### src/rtl/lapb_sw_pkg.sv
package lapb_sw_pkg;
    localparam int SEQ_W = 3;

    typedef logic [SEQ_W-1:0] seq_t;

    typedef struct packed {
        seq_t vs;
        seq_t va;
        logic retx;
        seq_t retx_from;
        logic blk_ack;
        logic perr;
        logic fail;
    } sw_state_t;
endpackage

### src/rtl/lapb_sw_seqcalc.sv
module lapb_sw_seqcalc
    import lapb_sw_pkg::*;
(
    input  seq_t vs,
    input  seq_t va,
    input  seq_t nr,
    input  seq_t win,
    output seq_t outstanding,
    output logic window_open,
    output logic nr_valid,
    output logic nr_moves,
    output seq_t left_after
);
    seq_t span;

    always_comb begin
        outstanding = vs - va;
        span        = nr - va;
        nr_valid    = (span <= outstanding);
        nr_moves    = (nr != va);
        left_after  = vs - nr;
        window_open = (outstanding < win);
    end
endmodule

### src/rtl/lapb_sw_acktimer.sv
module lapb_sw_acktimer #(
    parameter int TMR_W = 16
) (
    input  logic             clk,
    input  logic             rst_n,
    input  logic [TMR_W-1:0] limit,
    input  logic             start_idle,
    input  logic             restart,
    input  logic             halt,
    output logic             expire
);
    typedef struct packed {
        logic             run;
        logic [TMR_W-1:0] cnt;
    } tmr_t;

    tmr_t tmr_d, tmr_q;

    always_comb begin
        tmr_d = tmr_q;
        if (halt) begin
            tmr_d.run = 1'b0;
            tmr_d.cnt = '0;
        end else if (restart) begin
            tmr_d.run = 1'b1;
            tmr_d.cnt = '0;
        end else if (start_idle && !tmr_q.run) begin
            tmr_d.run = 1'b1;
            tmr_d.cnt = '0;
        end else if (tmr_q.run) begin
            tmr_d.cnt = tmr_q.cnt + 1'b1;
        end
        expire = tmr_q.run && (tmr_q.cnt == limit - 1'b1);
    end

    always_ff @(posedge clk) begin
        if (!rst_n) tmr_q <= '0;
        else        tmr_q <= tmr_d;
    end

    // an undisturbed running timer advances by one each cycle
    assert_timer_counts_R6: assert property (@(posedge clk) disable iff (!rst_n)
        (tmr_q.run && !halt && !restart && !expire) |=> (tmr_q.cnt == $past(tmr_q.cnt) + 1'b1));

    // a halted timer is idle on the next cycle
    assert_timer_halts_R6: assert property (@(posedge clk) disable iff (!rst_n)
        halt |=> !tmr_q.run);
endmodule

### src/rtl/lapb_sw_retry.sv
module lapb_sw_retry #(
    parameter int RETRY_W = 8
) (
    input  logic               clk,
    input  logic               rst_n,
    input  logic [RETRY_W-1:0] limit,
    input  logic               bump,
    input  logic               clear,
    output logic               hit_on_bump
);
    logic [RETRY_W-1:0] cnt_d, cnt_q;
    logic [RETRY_W:0]   cnt_inc;

    always_comb begin
        cnt_inc     = {1'b0, cnt_q} + 1'b1;
        hit_on_bump = (cnt_inc >= {1'b0, limit});
        cnt_d       = cnt_q;
        if (clear)     cnt_d = '0;
        else if (bump) cnt_d = cnt_inc[RETRY_W-1:0];
    end

    always_ff @(posedge clk) begin
        if (!rst_n) cnt_q <= '0;
        else        cnt_q <= cnt_d;
    end

    // each expiry adds exactly one attempt
    assert_retry_step_R7: assert property (@(posedge clk) disable iff (!rst_n)
        (bump && !clear) |=> (cnt_q == $past(cnt_q) + 1'b1));

    // progress empties the counter
    assert_retry_clear_R10: assert property (@(posedge clk) disable iff (!rst_n)
        clear |=> (cnt_q == '0));
endmodule

### src/rtl/lapb_send_window.sv
module lapb_send_window
    import lapb_sw_pkg::*;
#(
    parameter int TMR_W   = 16,
    parameter int RETRY_W = 8
) (
    input  logic               clk,
    input  logic               rst_n,
    input  logic [SEQ_W-1:0]   cfg_window,
    input  logic [RETRY_W-1:0] cfg_retry_limit,
    input  logic [TMR_W-1:0]   cfg_ack_time,
    input  logic               send_req,
    output logic               send_grant,
    output logic [SEQ_W-1:0]   send_seq,
    input  logic               ack_valid,
    input  logic [SEQ_W-1:0]   ack_nr,
    input  logic               ack_is_rej,
    output logic               retx_cmd,
    output logic [SEQ_W-1:0]   retx_from,
    output logic               blk_ack_irq,
    output logic               proto_err,
    output logic               link_fail
);
    sw_state_t st_d, st_q;

    seq_t outstanding, left_after;
    logic window_open, nr_valid, nr_moves;
    logic expire, hit_on_bump;
    logic t_start, t_restart, t_halt;
    logic r_bump, r_clear;

    lapb_sw_seqcalc u_calc (
        .vs          (st_q.vs),
        .va          (st_q.va),
        .nr          (ack_nr),
        .win         (cfg_window),
        .outstanding (outstanding),
        .window_open (window_open),
        .nr_valid    (nr_valid),
        .nr_moves    (nr_moves),
        .left_after  (left_after)
    );

    lapb_sw_acktimer #(.TMR_W(TMR_W)) u_timer (
        .clk        (clk),
        .rst_n      (rst_n),
        .limit      (cfg_ack_time),
        .start_idle (t_start),
        .restart    (t_restart),
        .halt       (t_halt),
        .expire     (expire)
    );

    lapb_sw_retry #(.RETRY_W(RETRY_W)) u_retry (
        .clk         (clk),
        .rst_n       (rst_n),
        .limit       (cfg_retry_limit),
        .bump        (r_bump),
        .clear       (r_clear),
        .hit_on_bump (hit_on_bump)
    );

    always_comb begin
        st_d         = st_q;
        st_d.retx    = 1'b0;
        st_d.blk_ack = 1'b0;
        st_d.perr    = 1'b0;
        t_start      = 1'b0;
        t_restart    = 1'b0;
        t_halt       = 1'b0;
        r_bump       = 1'b0;
        r_clear      = 1'b0;
        send_grant   = send_req && window_open && !st_q.fail && !ack_valid && !expire;

        if (!st_q.fail) begin
            if (ack_valid && nr_valid) begin
                st_d.va = ack_nr;
                if (nr_moves) begin
                    st_d.blk_ack = 1'b1;
                    r_clear      = 1'b1;
                end
                if (left_after != '0) t_restart = 1'b1;
                else                  t_halt    = 1'b1;
                if (ack_is_rej) begin
                    st_d.vs        = ack_nr;
                    st_d.retx      = 1'b1;
                    st_d.retx_from = ack_nr;
                end
            end else begin
                if (ack_valid) st_d.perr = 1'b1;
                if (expire) begin
                    r_bump = 1'b1;
                    if (hit_on_bump) begin
                        st_d.fail = 1'b1;
                        t_halt    = 1'b1;
                    end else begin
                        st_d.retx      = 1'b1;
                        st_d.retx_from = st_q.va;
                        st_d.vs        = st_q.va;
                        t_restart      = 1'b1;
                    end
                end else if (send_grant) begin
                    st_d.vs = st_q.vs + 1'b1;
                    t_start = 1'b1;
                end
            end
        end
    end

    always_ff @(posedge clk) begin
        if (!rst_n) st_q <= '0;
        else        st_q <= st_d;
    end

    assign send_seq    = st_q.vs;
    assign retx_cmd    = st_q.retx;
    assign retx_from   = st_q.retx_from;
    assign blk_ack_irq = st_q.blk_ack;
    assign proto_err   = st_q.perr;
    assign link_fail   = st_q.fail;

    // a grant never pushes the outstanding count beyond K
    assert_window_bound_R3: assert property (@(posedge clk) disable iff (!rst_n)
        send_grant |=> (outstanding <= cfg_window));

    // once failed, the link stays failed
    assert_fail_sticky_R8: assert property (@(posedge clk) disable iff (!rst_n)
        link_fail |=> link_fail);

    // a retransmission leaves V(S) at its starting number
    assert_retx_origin_R7: assert property (@(posedge clk) disable iff (!rst_n)
        retx_cmd |-> (send_seq == retx_from));

    // error and acknowledge pulses exclude each other
    assert_irq_excl_R5: assert property (@(posedge clk) disable iff (!rst_n)
        !(proto_err && blk_ack_irq));

    // a rejected N(R) leaves V(A) untouched
    assert_perr_hold_R5: assert property (@(posedge clk) disable iff (!rst_n)
        proto_err |-> (st_q.va == $past(st_q.va)));
endmodule

### config.mk
export PLATFORM = sky130hd
export DESIGN_NAME = lapb_send_window
export DESIGN_NICKNAME = d
export VERILOG_FILES = /design/src/rtl/lapb_sw_pkg.sv /design/src/rtl/lapb_sw_seqcalc.sv /design/src/rtl/lapb_sw_acktimer.sv /design/src/rtl/lapb_sw_retry.sv /design/src/rtl/lapb_send_window.sv
export SDC_FILE = /design/constraint.sdc
export NUM_CORES = 1
export LEC_CHECK = 0
export BUFFER_PORTS_ARGS = -buffer_cell sky130_fd_sc_hd__buf_2
export CAP_MARGIN = 20
export CORE_MARGIN = 2
export CORE_UTILIZATION = 32
export CTS_CLUSTER_DIAMETER = 50
export DETAILED_ROUTE_END_ITERATION = 8
export GPL_TIMING_DRIVEN = 0
export PLACE_DENSITY = 0.51
export SYNTH_ARGS = -nofsm -noshare
export SYNTH_HDL_FRONTEND = slang
export SYNTH_SLANG_ARGS = --single-unit
### constraint.sdc
create_clock -name clk -period 9.7 [get_ports clk]
set_clock_uncertainty 0.2 [all_clocks]
set_input_delay 0.97 -clock clk [delete_from_list [all_inputs] [get_ports clk]]
set_output_delay 0.97 -clock clk [all_outputs]
set_load 0.01 [all_outputs]
After elaboration in Yosys (flattened, before gate mapping)
Index checks and enable logic that the tools add are counted.

word-level totals
  flip-flop bits (word level) = 38
  latch bits = 0
  bits in writable memories = 0
  bits in read-only memories = 0
  input bits = 35
  output and inout port bits = 11
  word-level logic and storage cells = 86
  memories kept = 0

cells by class
  add/subtract/negate cells = 7
  multipliers = 0
  div/mod/pow operators = 0
  $lt $le $gt $ge = 3
  eq/ne operators = 5
  shift-type cells = 0
  mux-type cells = 36
  bitwise logic cells = 2
  reduce and logical (&&, ||, !) cells = 23

operators by type and width
  cell                                                                  number
  16-bit two-way mux                                                    2
  1-bit two-way mux                                                     24
  17-bit two-way mux                                                    1
  16-bit by 1-bit adder with 16-bit output, second input constant       1
  16-bit equality test                                                  1
  4-bit two-way mux                                                     4
  16-bit by 1-bit subtractor with 16-bit output, second input constant  1
  3-bit two-way mux                                                     5
  8-bit by 1-bit adder with 9-bit output, second input constant         1
  9-bit by 8-bit greater-or-equal comparator with 1-bit output          1
  3-bit subtractor                                                      3
  4-bit AND reduction                                                   2
  1-bit logical AND                                                     7
  3-bit nonzero test                                                    2
  2-bit OR reduction                                                    3
  1-bit zero test                                                       4
  2-bit nonzero test                                                    2
  4-bit OR reduction                                                    1
  3-bit by 1-bit adder with 3-bit output, second input constant         1
  3-bit less-or-equal comparator                                        1
  3-bit less-than comparator                                            1
  3-bit by 2-bit != test with 1-bit output, second input constant       1
  3-bit != test                                                         1
  3-bit OR reduction                                                    1
  other kinds (4)                                                       5

Logic depth before layout (Yosys ltp)
Gate-level depths: netlist of the first run.

  depth in word-level cells = 13
  depth in mapped cells = 15
  depth with buffers taken out = 15

Cells and area by module
A second synthesis of the first run with hierarchy kept.

second synthesis, totals
  cells, all modules = 367
  area total of the unflattened synthesis = 2,986.6 um^2

modules (own cells, without submodules)
  module            instances  cells an instance  area an instance (um^2)  seq. area each (um^2)
  lapb_sw_acktimer  1          165                1,283.7                  340.3
  lapb_send_window  1          87                 763.2                    260.2
  lapb_sw_retry     1          77                 618.1                    160.2
  lapb_sw_seqcalc   1          38                 321.6                    0.0

Least setup slack after synthesis of the first run
Ideal clock, no wire load.

  path kind = in2out
  start = input cfg_ack_time[5]
  end = output send_grant
  data arrival time = 3.391 ns
  data required time = 8.530 ns
  setup slack = 5.139 ns
  stages on the path = 9
  buffers on the path = 2
  path through = or4_1 -> or3_1 -> buf_2 -> or4_1 -> a211o_1 -> a211oi_2 -> and2_1 -> buf_6 -> nor2_1

on the way
  longest elaborated chain between the ends = 5

RTL lines
  what                                           line                    RTL
  start: declaration                             lapb_send_window.sv:11  input logic [TMR_W-1:0] cfg_ack_time,
  16-bit by 1-bit subtractor with 16-bit output  lapb_sw_acktimer.sv:33  expire = tmr_q.run && (tmr_q.cnt == limit - 1'b1);
  16-bit equality test                           lapb_sw_acktimer.sv:33
  1-bit logical AND                              lapb_sw_acktimer.sv:33
  1-bit zero test                                lapb_send_window.sv:73  send_grant = send_req && window_open && !st_q.fail && !ack_valid && !expire;
  1-bit logical AND                              lapb_send_window.sv:73
  end: declaration                               lapb_send_window.sv:13  output logic send_grant,

Every way passes these cells.

Worst setup path in the final report of the first run
  start = input cfg_ack_time[0]
  end = output send_grant

The elaborated chain is that of the path after synthesis.

==> results of run 1 <==
-- worst paths after layout --
check | slack, ns | from | depth (start not counted) | end
max reg2reg | 5.96 | st_q[7]$_SDFFE_PN0P_ | 13 | u_retry.cnt_q[6]$_SDFFE_PP0P_
max | 4.59 | cfg_ack_time[0] | 12 | send_grant
min reg2reg | 0.27 | retx_from[1]$_SDFFE_PN0P_ | 1 | retx_from[1]$_SDFFE_PN0P_
min | 0.27 | retx_from[1]$_SDFFE_PN0P_ | 1 | retx_from[1]$_SDFFE_PN0P_
-- metal layers --
metal	part of all wire [%]	global-route usage, %	wire (um)	vias up
met5	0	0	0	-
met4	1.1	3.79	70	0
met3	2.6	2.48	175	6
met2	45	22.3	2990	38
met1	51	19.1	3370	1195
li1	-	-	-	1331
-- per-stage QoR --
step	worst slack [ns]	util [%]
after global placement	4.58	37.0
after CTS	4.60	38.6
after global routing	4.32	38.7
after detailed placement	4.62	37.0
final	4.59	38.7
after floorplan	5.14	-
-- logic make-up after synthesis --
kind of cell / count (synthesis)
xor gates and xnor gates: 51
AOI/OAI and AO/OA: 59
muxes: 4
adders and majority gates: 23
buffers and inverters: 40
DFF: 38
and+or+nand+nor: 134
-- state kept, by name, summed over array words and instances, names as in the netlist --
register,count
retx_from,3
retx_cmd,1
u_timer.tmr_q,17
blk_ack_irq,1
proto_err,1
send_seq,3
u_retry.cnt_q,8
st_q,3
link_fail,1
-- placed cells by master (no fill, tap or decap), types with 3 or more instances in the layout --
cell type,count
ha_1,21
o2bb2ai_1,3
nand3_1,12
nand2_1,24
buf_4,6
buf_2,45
clkbuf_8,5
a21o_1,4
dfxtp_1,38
and2_1,4
inv_1,23
or4_1,5
nor3_1,6
nor2_1,38
nand4_1,7
xnor2_1,23
and3_1,10
xor2_1,28
o311a_1,3
a22oi_1,3
o21a_1,3
clkbuf_1,5
or3_1,3
nor4_1,8
o21ai_0,12
a21oi_1,3
a21boi_0,6
nor4b_1,3
nor2b_1,3
-- report_power, final --
| part | switching [mW] | internal [mW] |
|---|---|---|
| clock | 0.0601 | 0.103 |
| combinational | 0.192 | 0.142 |
| sequential | 0.0203 | 0.177 |
| total | 0.272 | 0.422 |
-- area by class of cell --
class / instances / area (sq um) / area share, %
Inverter: 24 / 90.1 / 2.67
Clock buffer: 5 / 68.8 / 2.04
Tap cell: 108 / 135 / 4.01
Sequential cell: 38 / 761 / 22.6
Timing Repair Buffer: 45 / 225 / 6.68
Clock inverter: 3 / 68.8 / 2.04
Multi-Input combinational cell: 271 / 1920 / 57.1
Buffer: 16 / 98.8 / 2.93
==> metrics.yaml, run 1 <==
slew_violations: 0
tightest_slew_ns: 0.706
yosys_warnings: 0
die_x_um: 98.8
maxCapViolations: 0
crit_chain: "buf_2, inv_1, ha_1, or4b_1, clkbuf_1, o31ai_1, o21ai_0, nor4_1, and2_1, buf_6, nor2_1, buf_2"
routabilityCongestion: 0.800
worst_hold_slack_ns: 0.273
grt_pass1_vias: 2414
postCtsHoldBufs: 0
grt_pass1_wl_um: 11200
hold_viol_final: 0
timing.fmax_mhz: 196
netlist.area_leader.share_pct: 26.5
grt_max_degree: 14
ctsResizeCount: 0
synthAdderAreaFrac_pct: 10.5
p_leak_nw: 1.43
path_buf_inv: 5
fin_area_sq_um: 3370
worstPathArrival_ns: 3.94
clkTransAtPathRegs_ns: 0.08
synth_top_flop_cell: "dfxtp_1"
num_vias: 2570
start_util_pct: 32.9
vias_per_cell: 5.04
syn-instance-count: 349
drive_gt1_share_pct: 17.9
synthSimpleGateAreaFrac_pct: 24.1
wire_per_inst_um: 13.0
cts_buffer_depth: 2
drc: 0
clk-insertion-delay-late_ns: 0.29
hp-class: "reg -> reg"
crit_slowest_cell: "nor4_1"
die-area_sq_um: 9750
fin_setup_tns_ns: 0
antenna_cells: 0
clock-root-buffer: "clkbuf_8"
antenna_found_initial: 0
rsz0062_at_grt: "no"
clock_sinks: 38
synth_compound_area_share_pct: 15.3
cp_max_fo: 10
synth_seq_cells: 38
dp_cells: 501
wl_um: 6610
worst_ir_drop_vdd_v: 0.0000965
synth-xor-area-share_pct: 15.5
setup_violations: 0
worstPathRequired_ns: 8.53
cts_buffers: 5
netlist_top_cells_area: "dfxtp_1 (26%), ha_1 (9.1%), xor2_1 (8.5%)"
end_kind: "output port"
dp_hpwl_um: 5230
grt_usage_pct: 13.9
slew_headroom_pct: 52.5
cp-start-kind: "input port"
cts_setup_buffers: 0
yosysTopAreaCell: "dfxtp_1"
cts_tree: "yes"
synth_top_family_by_area: "simple AND/OR/NAND/NOR gates"
criticalPathCategory: "in -> out"
crit_path_frequent_cell: "buf_2"
finalCritPeriodShare_pct: 52.6
ys_seq_area_share_pct: 26.5
die_h_um: 98.8
place_area_sq_um: 3230
period_minus_slack_ns: 5.11
synthMuxAreaShare_pct: 1.48
power_density_nw_per_um2: 206
portBuffers: 44
rows: 34
syn_nets: 407
drt_iter0_drc: 127
fin_cells: 510
ant_nets: 0
total_power_mw: 0.694
synth_area_sq_um: 2870
crit_path_max_incr_delay_ns: 0.57
ys_types: 59
coreArea_sq_um: 8720
syn_to_final_growth_pct: 17.3
cts_htree_levels: 2
netlist_top_cells_count: "dfxtp_1 (38), nor2_1 (38), xor2_1 (28)"
grt_overflow_total: 0
async_flop_share_pct: 0
layout.nets: 459
synth_area_per_cell_sq_um: 8.23
crit_family: "simple AND/OR/NAND/NOR gates"
status: "finished, final reports clean"
synth_edf_count: 0
io_pins: 46
n_fill_cell: 937
first_pass_iters: 4
Power figures use the tool's default switching activity.
==> run 2, diff against run 1 <==
--- a/config.mk
+++ b/config.mk
@@ -12,7 +12,7 @@
 export CTS_CLUSTER_DIAMETER = 50
 export DETAILED_ROUTE_END_ITERATION = 8
 export GPL_TIMING_DRIVEN = 0
-export PLACE_DENSITY = 0.51
+export PLACE_DENSITY = 0.53
 export SYNTH_ARGS = -nofsm -noshare
 export SYNTH_HDL_FRONTEND = slang
 export SYNTH_SLANG_ARGS = --single-unit
==> constraint.sdc (replaced) <==
create_clock -name clk -period 4.6 [get_ports clk]
set_clock_uncertainty 0.2 [all_clocks]
set_input_delay 0.46 -clock clk [delete_from_list [all_inputs] [get_ports clk]]
set_output_delay 0.46 -clock clk [all_outputs]
set_load 0.01 [all_outputs]
==> run 2 against run 1 <==
Worst hold slack worse by 0.0052 ns. Cell area down 0.89%. Flip-flop and latch count unchanged. Clock-buffer cell count is 1 higher. Non-clock buffer count decreased by 1. Sequential power rose by 110%. Critical endpoint unchanged. Largest cell class unchanged. Highest routed layer unchanged.
==> metrics.yaml, run 2 (synthesis results as in run 1) <==
worstPathRequired_ns: 3.94
postCtsHoldBufs: 0
routabilityCongestion: 0.802
fin_setup_tns_ns: 0
place_area_sq_um: 3230
finalCritPeriodShare_pct: 88.3
worstPathArrival_ns: 3.40
power_density_nw_per_um2: 424
crit_path_frequent_cell: "buf_2"
worst_ir_drop_vdd_v: 0.000260
cts_htree_levels: 2
cts_buffer_depth: 2
die-area_sq_um: 9750
drt_iter0_drc: 60
antenna_found_initial: 0
grt_max_degree: 12
slew_violations: 0
wl_um: 6570
cts_buffers: 5
num_vias: 2532
worstReg2RegEnd: "u_retry.cnt_q[4]$_SDFFE_PP0P_"
ctsResizeCount: 0
first_pass_iters: 4
r2r_start: "st_q[7]$_SDFFE_PN0P_"
n_fill_cell: 908
p_leak_nw: 1.41
crit_family: "simple AND/OR/NAND/NOR gates"
grt_pass1_vias: 2385
wire_per_inst_um: 12.9
regArea_sq_um: 761
fin_area_sq_um: 3340
reg2regPathDepth: 12
end_kind: "output port"
clkTransAtPathRegs_ns: 0.08
period_minus_slack_ns: 4.06
grt_pass1_wl_um: 11200
die_x_um: 98.8
largest_register_ffs: 17
criticalPathCategory: "in -> out"
die_h_um: 98.8
dp_hpwl_um: 5240
setup_violations: 0
start_util_pct: 32.9
crit_chain: "buf_2, inv_1, ha_1, or4b_1, nor3_1, xnor2_1, or4_1, nor4_1, and2_1, buf_6, nor2_1, buf_2"
ant_nets: 0
top_register: "u_timer.tmr_q"
cts_setup_buffers: 0
syn_to_final_growth_pct: 16.3
drc: 0
cts_tree: "yes"
vias_per_cell: 4.98
path_buf_inv: 4
cp_max_fo: 9
portBuffers: 44
antenna_cells: 0
crit_path_max_incr_delay_ns: 0.65
grt_overflow_total: 0
io_pins: 46
clock-root-buffer: "clkbuf_8"
grt_usage_pct: 14.1
final_common_cell: "buf_2"
reg_top3: "u_timer.tmr_q (17), u_retry.cnt_q (8)"
maxCapViolations: 0
tightest_slew_ns: 0.978
coreArea_sq_um: 8720
multi_input_area_sq_um: 1920
mostFrequentLayoutCells: "buf_2 (45), nor2_1 (38), dfxtp_1 (38), xor2_1 (28), nand2_1 (24)"
rows: 34
rsz0062_at_grt: "no"
worst_hold_slack_ns: 0.268
timing.fmax_mhz: 246
layout.nets: 458
hp-class: "in -> reg"
cp-start-kind: "input port"
min_from: "ack_nr[0]"
slew_headroom_pct: 34.3
drive_gt1_share_pct: 17.5
status: "finished, final reports clean"
hold_viol_final: 0
rrSetupSlack_ns: 0.74
total_power_mw: 1.42
crit_slowest_cell: "nor4_1"
clock_sinks: 38
clk-insertion-delay-late_ns: 0.29
whs_path_depth: 3
holdPathEnd: "st_q[7]$_SDFFE_PN0P_"
run 2: metrics by stage:
stage / worst slack [ns] / cells / util [%]
after floorplan: 0.901 / 349 / -
after global placement: 0.435 / 501 / 37.0
after detailed placement: 0.459 / 501 / 37.0
after CTS: 0.521 / 508 / 38.3
after global routing: 0.294 / 508 / 38.3
final: 0.538 / 508 / 38.3
run 2: worst max-delay path by stage:
stage          slack, ns                              to  cells after the start             from
6_report            0.54                      send_grant                     12  cfg_ack_time[0]
3_3_place_gp        0.44  u_timer.tmr_q[16]$_SDFFE_PP0P_                     11  cfg_ack_time[5]
5_1_grt             0.29                      send_grant                     13  cfg_ack_time[0]
4_1_cts             0.52                      send_grant                     12  cfg_ack_time[0]
3_5_place_dp        0.46   u_retry.cnt_q[1]$_SDFFE_PP0P_                     12  cfg_ack_time[0]
2_1_floorplan       0.90        send_seq[1]$_SDFFE_PN0P_                     11  cfg_ack_time[5]
run 2: worst reg2reg max path, cell delays in order, from the launching register on:
cell	delay, ns
dfxtp_1	0.44
ha_1	0.19
inv_1	0.05
fa_1	0.37
xnor2_1	0.18
xor2_1	0.23
inv_1	0.07
ha_1	0.29
a21oi_1	0.23
o21ai_1	0.21
clkbuf_1	0.28
o31ai_1	0.88
nor2_1	0.11
run 2: where the power goes:
part / internal (mW) / switching [mW]
registers: 0.374 / 0.0434
clock network: 0.174 / 0.116
logic: 0.301 / 0.410
total: 0.848 / 0.570
run 2: area by class of cell:
class	count	share of cell area, %
well taps	108	4.04
plain buffers	16	2.96
multi-input cells	271	57.6
repair buffers	44	6.59
clock buffers	6	2.47
flip-flops and latches	38	22.8
clock inverters	1	0.899
inverters	24	2.70
run 2: layer usage:
metal / vias to the layer above / wire, um / share of wire, % / track usage [%]
li1: 1326 / - / - / -
met1: 1166 / 3240 / 49 / 18.8
met2: 35 / 3080 / 47 / 23.6
met3: 5 / 204 / 3.1 / 2.48
met4: 0 / 49 / 0.75 / 3.16
met5: - / 0 / 0 / 0
==> run 3, diff against run 2 <==
--- a/config.mk
+++ b/config.mk
@@ -12,7 +12,7 @@
 export CTS_CLUSTER_DIAMETER = 50
 export DETAILED_ROUTE_END_ITERATION = 8
 export GPL_TIMING_DRIVEN = 0
-export PLACE_DENSITY = 0.53
+export PLACE_DENSITY_LB_ADDON = 0.3
 export SYNTH_ARGS = -nofsm -noshare
 export SYNTH_HDL_FRONTEND = slang
 export SYNTH_SLANG_ARGS = --single-unit
==> run 3 against run 2 <==
Worst hold slack better by 0.0056 ns. Combinational power is 2% lower. Wire length is 0.79% lower. Final cell count is 0.20% higher. Maximum frequency is 1.5% lower. Cell area is 0.52% lower. Flip-flop and latch count stayed put. Sequential share of layout area is 0.12 points higher. Clock power is 18% lower. Sequential power hardly changed. Via count is 0.75% higher. Critical path depth stayed put.
==> metrics.yaml, run 3 (synthesis results as in run 1) <==
status: "finished, final reports clean"
cts_tree: "yes"
clk-insertion-delay-late_ns: 0.29
final_util_pct: 38.1
final_common_cell: "buf_2"
largest_register_ffs: 17
maxCapViolations: 0
crit_path_max_incr_delay_ns: 0.63
worstReg2RegEnd: "u_retry.cnt_q[4]$_SDFFE_PP0P_"
start_util_pct: 32.9
first_pass_iters: 4
internal-power_mw: 0.792
fin_setup_tns_ns: 0
swShare_pct: 41.4
r2r_start: "st_q[7]$_SDFFE_PN0P_"
end_kind: "output port"
fin_area_sq_um: 3320
wire_per_inst_um: 12.8
drc: 0
path_buf_inv: 5
worstPathArrival_ns: 3.47
endpoint: "send_grant"
slew_violations: 0
grt_max_degree: 13
dp_cells: 501
mostFrequentLayoutCells: "buf_2 (45), nor2_1 (38), dfxtp_1 (38), xor2_1 (28), nand2_1 (24)"
place_area_sq_um: 3230
syn_to_final_growth_pct: 15.7
coreArea_sq_um: 8720
worstPathRequired_ns: 3.94
clock-root-buffer: "clkbuf_8"
grt_pass1_vias: 2506
cts_htree_levels: 2
total_power_mw: 1.35
die-area_sq_um: 9750
crit_family: "simple AND/OR/NAND/NOR gates"
crit_chain: "buf_2, inv_1, ha_1, or4b_1, clkbuf_1, o31ai_1, o21ai_0, nor4_1, and2_1, buf_6, nor2_1, buf_2"
rrSetupSlack_ns: 0.84
postCtsHoldBufs: 0
post-place-ws_ns: 0.398
top_register: "u_timer.tmr_q"
slew_headroom_pct: 35.0
p_clk_share_pct: 17.5
ant_nets: 0
grt_overflow_total: 0
drt_iter0_drc: 126
dp_hpwl_um: 5260
cts_buffers: 5
hp-class: "in -> reg"
finalCritPeriodShare_pct: 89.7
worst_ir_drop_vdd_v: 0.000304
p_seq_share_pct: 31.0
cp-startpoint: "cfg_ack_time[0]"
cp-start-kind: "input port"
wl_um: 6520
clock_sinks: 38
vias_per_cell: 5.01
routabilityCongestion: 0.823
cts_buffer_depth: 2
criticalPathCategory: "in -> out"
antenna_cells: 0
p_comb_share_pct: 51.5
crit_cells: 12
power_density_nw_per_um2: 407
clkTransAtPathRegs_ns: 0.08
n_fill_cell: 919
worst_slack_ns: 0.475
setup_violations: 0
cp_max_fo: 10
grt_usage_pct: 13.8
tightest_slew_ns: 0.967
rsz0062_at_grt: "no"
die_x_um: 98.8
period_minus_slack_ns: 4.13
worst_hold_slack_ns: 0.273
reg_top3: "u_timer.tmr_q (17), u_retry.cnt_q (8)"
drive_gt1_share_pct: 17.7
layout.nets: 458
ctsResizeCount: 0
portBuffers: 44
timing.fmax_mhz: 242
die_h_um: 98.8
reg2regPathDepth: 12
crit_slowest_cell: "nor4_1"
grt_pass1_wl_um: 11200
fin_cells: 509
num_vias: 2551
crit_path_frequent_cell: "buf_2"
p_switching_mw: 0.560
io_pins: 46
cts_setup_buffers: 0
rows: 34
hold_viol_final: 0
antenna_found_initial: 0
p_leak_nw: 1.40
## run 3: per-layer routing
metal / wire [um] / part of all wire (%) / GRT usage [%] / up-vias
met3: 251 / 3.8 / 3.33 / 2
met1: 3120 / 48 / 17.7 / 1174
met4: 30 / 0.46 / 2.21 / 0
met2: 3110 / 48 / 24.1 / 42
met5: 0 / 0 / 0 / -
li1: - / - / - / 1333
## run 3: power groups by stage
stage,Sequential [mW],Clock (mW),Combinational (mW)
floorplan,0.415,0,0.529
global placement,0.424,0,0.683
detailed placement,0.426,0,0.700
CTS,0.419,0.243,0.704
global route,0.426,0.264,0.800
finish,0.418,0.237,0.697
## run 3: how the worst min path moves through the flow
| stage | from | end | slack [ns] | cells after the start |
|---|---|---|---|---|
| 6_report | ack_nr[0] | st_q[7]$_SDFFE_PN0P_ | 0.27 | 3 |
| 5_1_grt | ack_valid | proto_err$_SDFF_PP0_ | 0.26 | 2 |
| 4_1_cts | ack_nr[0] | st_q[7]$_SDFFE_PN0P_ | 0.27 | 3 |
| 3_5_place_dp | retx_from[0]$_SDFFE_PN0P_ | retx_from[0]$_SDFFE_PN0P_ | 0.26 | 1 |
| 3_3_place_gp | retx_from[1]$_SDFFE_PN0P_ | retx_from[1]$_SDFFE_PN0P_ | 0.25 | 1 |
| 2_1_floorplan | retx_from[0]$_SDFFE_PN0P_ | retx_from[0]$_SDFFE_PN0P_ | 0.23 | 1 |
## run 3: worst register-to-register path: stages (launching register included)
cell      delay (ns)
dfxtp_1         0.44
ha_1            0.18
inv_1           0.04
fa_1            0.37
xnor2_1         0.17
xor2_1          0.20
inv_1           0.06
ha_1            0.28
a21oi_1         0.22
o21ai_1         0.20
clkbuf_1        0.26
o31ai_1         0.86
nor2_1          0.12
## run 3: cell type report
| type | instances | area, sq um | area share [%] |
|---|---|---|---|
| buffer | 16 | 98.8 | 2.97 |
| clock buffer | 6 | 82.6 | 2.48 |
| clock inverter | 2 | 12.5 | 0.377 |
| inverter | 24 | 90.1 | 2.71 |
| multi-input combinational | 271 | 1920 | 57.9 |
| sequential | 38 | 761 | 22.9 |
| tap | 108 | 135 | 4.07 |
| timing repair buffer | 44 | 220 | 6.63 |
